`config.mk`:
```
export PLATFORM = sky130hd
export DESIGN_NAME = pci_cmd_xlate
export DESIGN_NICKNAME = d
export VERILOG_FILES = /design/src/rtl/pcx_pkg.sv /design/src/rtl/pcx_win_decode.sv /design/src/rtl/pcx_cmd_sel.sv /design/src/rtl/pcx_post_queue.sv /design/src/rtl/pci_cmd_xlate.sv
export SDC_FILE = /design/constraint.sdc
export NUM_CORES = 1
export LEC_CHECK = 0
export ABC_AREA = 1
export ABC_CLOCK_PERIOD_IN_PS = 3950
export BUFFER_PORTS_ARGS = -buffer_cell sky130_fd_sc_hd__buf_2
export CELL_PAD_IN_SITES_DETAIL_PLACEMENT = 1
export CELL_PAD_IN_SITES_GLOBAL_PLACEMENT = 1
export CORE_MARGIN = 4
export CORE_UTILIZATION = 46
export CTS_CLUSTER_SIZE = 24
export DETAILED_ROUTE_END_ITERATION = 8
export GPL_TIMING_DRIVEN = 1
export PLACE_DENSITY_LB_ADDON = 0.15
export SLEW_MARGIN = 20
export SYNTH_ARGS = -nofsm -noshare
export SYNTH_HDL_FRONTEND = slang
export SYNTH_SLANG_ARGS = --single-unit
export TNS_END_PERCENT = 50
```
`constraint.sdc`:
```
create_clock -name clk -period 3.95 [get_ports clk]
set_clock_uncertainty 0.1 [all_clocks]
set_input_delay 0.395 -clock clk [delete_from_list [all_inputs] [get_ports clk]]
set_output_delay 0.395 -clock clk [all_outputs]
set_load 0.05 [all_outputs]
```
`src/rtl/pcx_pkg.sv`:
```
package pcx_pkg;

    typedef enum logic [1:0] {
        XK_SINGLE = 2'd0,
        XK_BURST  = 2'd1,
        XK_LINE   = 2'd2,
        XK_RSVD   = 2'd3
    } xfer_kind_e;

    typedef enum logic [2:0] {
        RG_NONE,
        RG_IO,
        RG_CFG,
        RG_SPC,
        RG_MEM
    } region_e;

    typedef enum logic [1:0] {
        S_IDLE,
        S_DRAIN,
        S_ISSUE,
        S_ACK
    } xlate_state_e;

    localparam logic [3:0] CMD_INTA  = 4'h0;
    localparam logic [3:0] CMD_SPCL  = 4'h1;
    localparam logic [3:0] CMD_IORD  = 4'h2;
    localparam logic [3:0] CMD_IOWR  = 4'h3;
    localparam logic [3:0] CMD_MRD   = 4'h6;
    localparam logic [3:0] CMD_MWR   = 4'h7;
    localparam logic [3:0] CMD_CFGRD = 4'hA;
    localparam logic [3:0] CMD_CFGWR = 4'hB;
    localparam logic [3:0] CMD_MRM   = 4'hC;
    localparam logic [3:0] CMD_MRL   = 4'hE;

    typedef struct packed {
        logic [3:0]  cmd;
        logic [31:0] addr;
        logic [7:0]  len;
    } pci_op_t;

endpackage

```
`src/rtl/pcx_win_decode.sv`:
```
module pcx_win_decode
    import pcx_pkg::*;
#(
    parameter int NUM_IO  = 2,
    parameter int NUM_MEM = 3,
    parameter logic [NUM_IO-1:0][31:0]  IO_BASE  = {32'hE880_0000, 32'hE800_0000},
    parameter logic [NUM_IO-1:0][31:0]  IO_MASK  = {32'hFFFF_0000, 32'hFFFF_0000},
    parameter logic [NUM_MEM-1:0][31:0] MEM_BASE = {32'hA000_0000, 32'h9000_0000, 32'h8000_0000},
    parameter logic [NUM_MEM-1:0][31:0] MEM_MASK = {32'hF000_0000, 32'hF000_0000, 32'hF000_0000},
    parameter logic [NUM_MEM-1:0]       MEM_PREF = 3'b010,
    parameter logic [31:0] CFG_ADDR = 32'hEEC0_0004,
    parameter logic [31:0] SPC_ADDR = 32'hEED0_0000
) (
    input  logic [31:0] addr,
    output region_e     region,
    output logic        mem_pref
);

    logic [NUM_IO-1:0]  io_hit;
    logic [NUM_MEM-1:0] mem_hit;

    for (genvar gi = 0; gi < NUM_IO; gi++) begin : g_io
        assign io_hit[gi] = ((addr & IO_MASK[gi]) == IO_BASE[gi]);
    end

    for (genvar gm = 0; gm < NUM_MEM; gm++) begin : g_mem
        assign mem_hit[gm] = ((addr & MEM_MASK[gm]) == MEM_BASE[gm]);
    end

    // Exact addresses take priority over the windows.
    always_comb begin
        mem_pref = |(mem_hit & MEM_PREF);
        if (addr[31:2] == CFG_ADDR[31:2])  region = RG_CFG;
        else if (addr == SPC_ADDR)         region = RG_SPC;
        else if (|io_hit)                  region = RG_IO;
        else if (|mem_hit)                 region = RG_MEM;
        else                               region = RG_NONE;
    end

endmodule

```
`src/rtl/pcx_cmd_sel.sv`:
```
module pcx_cmd_sel
    import pcx_pkg::*;
#(
    parameter int LINE_MAX  = 32,
    parameter int PREF_LEN  = 64
) (
    input  region_e     region,
    input  logic        mem_pref,
    input  logic        write,
    input  xfer_kind_e  kind,
    input  logic [1:0]  esize,
    input  logic [7:0]  nbytes,
    output logic [3:0]  cmd,
    output logic [7:0]  len,
    output logic        err,
    output logic        posted,
    output logic        w64
);

    localparam logic [7:0] LINE_LIM = 8'(LINE_MAX);
    localparam logic [7:0] PREF_L   = 8'(PREF_LEN);

    logic wide_elem;
    logic single;

    always_comb begin
        wide_elem = esize[1];
        single    = (kind == XK_SINGLE);
        w64       = (kind == XK_BURST) && wide_elem;
        cmd       = CMD_MRD;
        err       = 1'b0;
        posted    = 1'b0;
        unique case (region)
            RG_IO: begin
                err    = !single;
                cmd    = write ? CMD_IOWR : CMD_IORD;
                posted = write && single;
            end
            RG_CFG: begin
                err = !single;
                cmd = write ? CMD_CFGWR : CMD_CFGRD;
            end
            RG_SPC: begin
                err = !single;
                cmd = write ? CMD_SPCL : CMD_INTA;
            end
            RG_MEM: begin
                if (write) begin
                    err    = (kind == XK_LINE) || (kind == XK_RSVD);
                    cmd    = CMD_MWR;
                    posted = !err;
                end else begin
                    unique case (kind)
                        XK_SINGLE: cmd = mem_pref ? CMD_MRM : CMD_MRD;
                        XK_BURST: begin
                            if (!wide_elem)              cmd = mem_pref ? CMD_MRM : CMD_MRD;
                            else if (nbytes <= LINE_LIM) cmd = CMD_MRL;
                            else                         cmd = CMD_MRM;
                        end
                        XK_LINE: begin
                            cmd = CMD_MRL;
                            err = (nbytes != 8'd16) && (nbytes != LINE_LIM);
                        end
                        XK_RSVD: err = 1'b1;
                    endcase
                end
            end
            RG_NONE: err = 1'b1;
            default: err = 1'b1;
        endcase
        if (cmd == CMD_MRM) len = PREF_L;
        else if (single)    len = 8'd1 << esize;
        else                len = nbytes;
    end

endmodule

```
`src/rtl/pcx_post_queue.sv`:
```
module pcx_post_queue
    import pcx_pkg::*;
#(
    parameter int DEPTH = 4
) (
    input  logic    clk,
    input  logic    rst_n,
    input  logic    push,
    input  pci_op_t din,
    input  logic    pop,
    output pci_op_t head,
    output logic    empty,
    output logic    full
);

    localparam int PW = (DEPTH > 1) ? $clog2(DEPTH) : 1;
    localparam int CW = $clog2(DEPTH + 1);
    localparam logic [CW-1:0] CNT_MAX = CW'(DEPTH);
    localparam logic [PW-1:0] PTR_MAX = PW'(DEPTH - 1);

    pci_op_t        slot [DEPTH];
    logic [PW-1:0]  wr_ptr, rd_ptr;
    logic [CW-1:0]  count;
    logic           do_push, do_pop;

    assign empty   = (count == '0);
    assign full    = (count == CNT_MAX);
    assign do_push = push && !full;
    assign do_pop  = pop && !empty;
    assign head    = slot[rd_ptr];

    always_ff @(posedge clk) begin
        if (!rst_n) begin
            wr_ptr <= '0;
            rd_ptr <= '0;
            count  <= '0;
            for (int i = 0; i < DEPTH; i++) slot[i] <= '0;
        end else begin
            if (do_push) begin
                slot[wr_ptr] <= din;
                wr_ptr <= (wr_ptr == PTR_MAX) ? '0 : wr_ptr + 1'b1;
            end
            if (do_pop) rd_ptr <= (rd_ptr == PTR_MAX) ? '0 : rd_ptr + 1'b1;
            if (do_push && !do_pop)      count <= count + 1'b1;
            else if (do_pop && !do_push) count <= count - 1'b1;
        end
    end

endmodule

```
`src/rtl/pci_cmd_xlate.sv`:
```
module pci_cmd_xlate
    import pcx_pkg::*;
#(
    parameter int POST_DEPTH = 4,
    parameter int LINE_MAX   = 32,
    parameter int PREF_LEN   = 64
) (
    input  logic        clk,
    input  logic        rst_n,
    input  logic        req_valid,
    output logic        req_ready,
    input  logic        req_write,
    input  logic [1:0]  req_kind,
    input  logic [1:0]  req_esize,
    input  logic [7:0]  req_bytes,
    input  logic [31:0] req_addr,
    output logic        resp_valid,
    output logic        resp_err,
    output logic        resp_w64,
    output logic        pci_valid,
    output logic [3:0]  pci_cmd,
    output logic [31:0] pci_addr,
    output logic [7:0]  pci_len,
    output logic        pci_posted,
    input  logic        pci_done
);

    region_e      region;
    logic         mem_pref;
    logic [3:0]   sel_cmd;
    logic [7:0]   sel_len;
    logic         sel_err, sel_posted, sel_w64;
    xlate_state_e state, state_nx;
    pci_op_t      held_q, q_head, sel_op;
    logic         err_q, w64_q;
    logic         accept, q_push, q_pop, q_empty, q_full;

    pcx_win_decode u_dec (
        .addr     (req_addr),
        .region   (region),
        .mem_pref (mem_pref)
    );

    pcx_cmd_sel #(.LINE_MAX(LINE_MAX), .PREF_LEN(PREF_LEN)) u_sel (
        .region   (region),
        .mem_pref (mem_pref),
        .write    (req_write),
        .kind     (xfer_kind_e'(req_kind)),
        .esize    (req_esize),
        .nbytes   (req_bytes),
        .cmd      (sel_cmd),
        .len      (sel_len),
        .err      (sel_err),
        .posted   (sel_posted),
        .w64      (sel_w64)
    );

    assign sel_op = '{cmd: sel_cmd, addr: req_addr, len: sel_len};

    pcx_post_queue #(.DEPTH(POST_DEPTH)) u_q (
        .clk   (clk),
        .rst_n (rst_n),
        .push  (q_push),
        .din   (sel_op),
        .pop   (q_pop),
        .head  (q_head),
        .empty (q_empty),
        .full  (q_full)
    );

    // State register and request latch.
    always_ff @(posedge clk) begin
        if (!rst_n) begin
            state  <= S_IDLE;
            held_q <= '0;
            err_q  <= 1'b0;
            w64_q  <= 1'b0;
        end else begin
            state <= state_nx;
            if (accept) begin
                held_q <= sel_op;
                err_q  <= sel_err;
                w64_q  <= sel_w64;
            end
        end
    end

    // Next state and outputs.
    always_comb begin
        state_nx   = state;
        req_ready  = 1'b0;
        resp_valid = 1'b0;
        pci_valid  = 1'b0;
        pci_posted = 1'b0;
        pci_cmd    = q_head.cmd;
        pci_addr   = q_head.addr;
        pci_len    = q_head.len;
        unique case (state)
            S_IDLE: begin
                req_ready = !(sel_posted && q_full);
                if (req_valid && req_ready)
                    state_nx = (sel_err || sel_posted) ? S_ACK : S_DRAIN;
            end
            S_DRAIN: if (q_empty) state_nx = S_ISSUE;
            S_ISSUE: if (pci_done) state_nx = S_ACK;
            S_ACK: begin
                resp_valid = 1'b1;
                state_nx   = S_IDLE;
            end
        endcase
        if (state == S_ISSUE) begin
            pci_valid = 1'b1;
            pci_cmd   = held_q.cmd;
            pci_addr  = held_q.addr;
            pci_len   = held_q.len;
        end else if (!q_empty) begin
            pci_valid  = 1'b1;
            pci_posted = 1'b1;
        end
    end

    assign accept   = req_valid && req_ready;
    assign q_push   = accept && sel_posted;
    assign q_pop    = pci_done && pci_valid && pci_posted;
    assign resp_err = resp_valid && err_q;
    assign resp_w64 = resp_valid && w64_q;

endmodule

```
==> results.tsv <==
stage	metric	value	unit
finish	fin util	0.5395	
place	IO buf count	98	
clocking	CTS Buf Count	26	
status	status	complete, no violations	
floorplan	# IOs	99	
critical_path	crit path kind	register to output port	
floorplan	core area	0.02264	mm^2
clocking	CTS tree	built	
logic_synthesis	ys async rst share	0	
place	Post-DP HPWL	18.62	mm
timing	RSZ-0062 raised after global routing	no	
clocking	post_cts resized	0	
run	max_cap viols	0	
logic_synthesis	Most used DFF post-synth	edfxtp_1	
clocking	setup bufs post-CTS	0	
critical_path	R2R Setup Slk	1.39	ns
critical_path	Top delay family on crit path	buffers and inverters	
critical_path	r2r startpoint	state[1]$_SDFFE_PN0P_	
critical_path	crit path max fanout	88	
critical_path	crit start category	register	
pwr	pwr dens	711.5	mW/mm^2
logic_synthesis	post-synth top area cell	edfxtp_1	
critical_path	worst endpoint required time	3.45	ns
critical_path	reg2reg end	u_q.slot[2][5]$_SDFFCE_PN0P_	
clocking	clock root buffer	clkbuf_16	
global_routing	largest net degree at the start of global routing	89	
global_routing	initial antenna violation count	0	
floorplan	Initial Util	0.4678	
logic_synthesis	Avg Cell Area, Syn	9.242	um^2
global_routing	vias in the first global route	8855	
critical_path	CP endpoint	pci_addr[31]	
logic_synthesis	synth warn	0	
finish	# diodes	0	
logic_synthesis	Distinct cells, synth	35	
logic_synthesis	Gate Count Post-Synth	1146	
logic_synthesis	post-synth top area share	0.4990	
critical_path	WP depth	6	
finish	layout cells sized above 1	0.1565	
global_routing	total gr overflow	0	
routing	Routed WL per cell	19.64	um
logic_synthesis	post-synthesis register bit count	233	
routing	Via Count	8491	
logic_synthesis	count leader, synth	nor2_1	
timing	slew margin rel.	0.3522	
finish	NumNets Final	1284	
logic_synthesis	Post-Syn Area	0.01059	mm^2
critical_path	Slowest-stage cell, CP	buf_4	
timing	Pins Over Slew Limit	0	
timing	minimum clock period	3.264	ns
timing	Hold Violations, Final	0	
critical_path	cell mode on critical path	o21ai_0	
clocking	Worst-path clk slew	0.06	ns
logic_synthesis	top cells by area, synth	edfxtp_1 50%, dfxtp_1 11%, nor2_1 10%	
routing	DRT Wirelength	30.07	mm
critical_path	CP peak stage delay	0.67	ns
critical_path	Worst Path Arrival	2.77	ns
global_routing	GRT Overall Usage	0.2330	
timing	setup TNS	0	ns
clocking	H-Tree Depth	1	
timing	fin crit share	0.8263	
logic_synthesis	EDFF count, synth	176	
timing	worst slew pin tran	0.9703	ns
place	Final Wtd Congestion	0.7816	
floorplan	die area	0.02552	mm^2
timing	Max Fclk	0.3064	GHz
routing	antenna-violating nets left	0	
routing	DR pass1 iterations	5	
floorplan	Rows	55	
logic_synthesis	sequential area share after synthesis	0.6067	
critical_path	Setup crit end kind	output port	
pwr	Peak supply drop	0.0006207	V
logic_synthesis	Post-synth top cells	292 x nor2_1, 176 x edfxtp_1, 176 x o21ai_0	
critical_path	sequence of cells on the critical path	buf_4 > o21ai_0 > o22ai_1 > nand2_1 > o21ai_0 > buf_2	
clocking	Worst-Skew Late Latency	0.53	ns
hold_path	Hold Crit Class	input pin to register	
finish	Area Overhead vs Synth	15.33	%
critical_path	WP buf/inv	2	
clocking	TritonCTS Sinks	233	
routing	DR vias/cell	5.546	
global_routing	first-pass GRT wire length	47.87	mm
floorplan	Die Ht	159.7	um
clocking	CTS Hold Bufs	0	
floorplan	Die W	159.7	um
clocking	Clock Tree Buf Depth	3	
critical_path	Reg2Reg Depth	9	
routing	DR DRC count	0	
timing	endpoints failing setup	0	
pwr	leak pwr	5.115	nW
routing	DR iter-0 viols	616	
-- kinds of logic (layout without fill, tap and decap cells) --
family / Yosys count / in the layout / synth area share
adder cells (fa/ha/maj): 9 / 9 / 0.01134
AO/OA/AOI/OAI: 281 / 281 / 0.1394
other: 1 / 4 / 0.0003541
flip-flops: 233 / 233 / 0.6067
XOR/XNOR: 1 / 1 / 0.0008271
AND/OR/NAND/NOR: 444 / 444 / 0.1724
buffers and inverters: 177 / 274 / 0.06899
-- power by group --
group	switching (mW)	total (mW)	internal, mW
Sequential	0.0963	2.96	2.86
Combinational	2.52	3.25	0.732
Clock	0.972	2.48	1.51
-- routing by layer --
metal / GRT usage / wire, um / part of all wire / up-vias
met5: 0 / 0 / 0 / -
met4: 0.06233 / 586 / 0.019 / 0
met3: 0.02994 / 1402 / 0.047 / 43
met2: 0.4033 / 14870 / 0.49 / 230
met1: 0.3114 / 13200 / 0.44 / 4212
li1: - / - / - / 4006
-- sequential cells by signal (all words and copies together), names as in the netlist, named ones only --
register / count
u_q.rd_ptr: 2
err_q: 1
w64_q: 1
u_q.slot: 176
state: 2
held_q: 44
u_q.wr_ptr: 2
u_q.count: 3
-- layout make-up --
class	count	area [um^2]
fillers	2620	10430
flip-flops and latches	233	6427
multi-input cells	739	3453
clock buffers	34	742.0
repair buffers	117	683.2
inverters	109	409.1
well taps	285	356.6
clock inverters	14	143.9
-- metrics by stage --
step / power [mW] / hold slack (ns) / instance area, um^2 / setup slack, ns / instances
floorplan: 5.387 / 0.3216 / 10600 / 0.9277 / 1149
CTS: 8.760 / 0.04571 / 12220 / 0.7448 / 1531
global placement: 6.190 / 0.3327 / 11330 / 0.9119 / 1483
finish: 8.692 / 0.06322 / 12220 / 0.6860 / 1531
detailed placement: 6.258 / 0.3413 / 11330 / 0.8467 / 1483
global route: 9.140 / 0.05936 / 12220 / 0.5821 / 1531
-- cell usage in the layout (no fill, tap or decap), drive strengths merged, types with 8 or more instances in the layout --
cell	n
clkbuf	34
inv	107
nand2	101
dfxtp	57
ha	8
a21oi	55
clkinv	12
nand3	22
a31oi	9
edfxtp	176
buf	117
o21ai	176
o22ai	38
nor2	307
-- worst min path at each step --
stage,startpoint,end,cells past startpoint
global placement,held_q[42]$_SDFFE_PN0N_,held_q[42]$_SDFFE_PN0N_,2
floorplan,held_q[42]$_SDFFE_PN0N_,held_q[42]$_SDFFE_PN0N_,2
global route,req_esize[1],w64_q$_SDFFE_PN0N_,3
detailed placement,held_q[42]$_SDFFE_PN0N_,held_q[42]$_SDFFE_PN0N_,2
CTS,req_esize[1],w64_q$_SDFFE_PN0N_,3
finish,req_esize[1],w64_q$_SDFFE_PN0N_,3
-- worst register-to-register path, delay by kind of cell, from the launching register on --
family | cells | cell delay [ns]
AND/OR/NAND/NOR | 5 | 1.04
buffers and inverters | 3 | 0.45
flip-flops | 1 | 0.32
adder cells (fa/ha/maj) | 1 | 0.32
No activity file was read; power rests on OpenSTA's default activity.
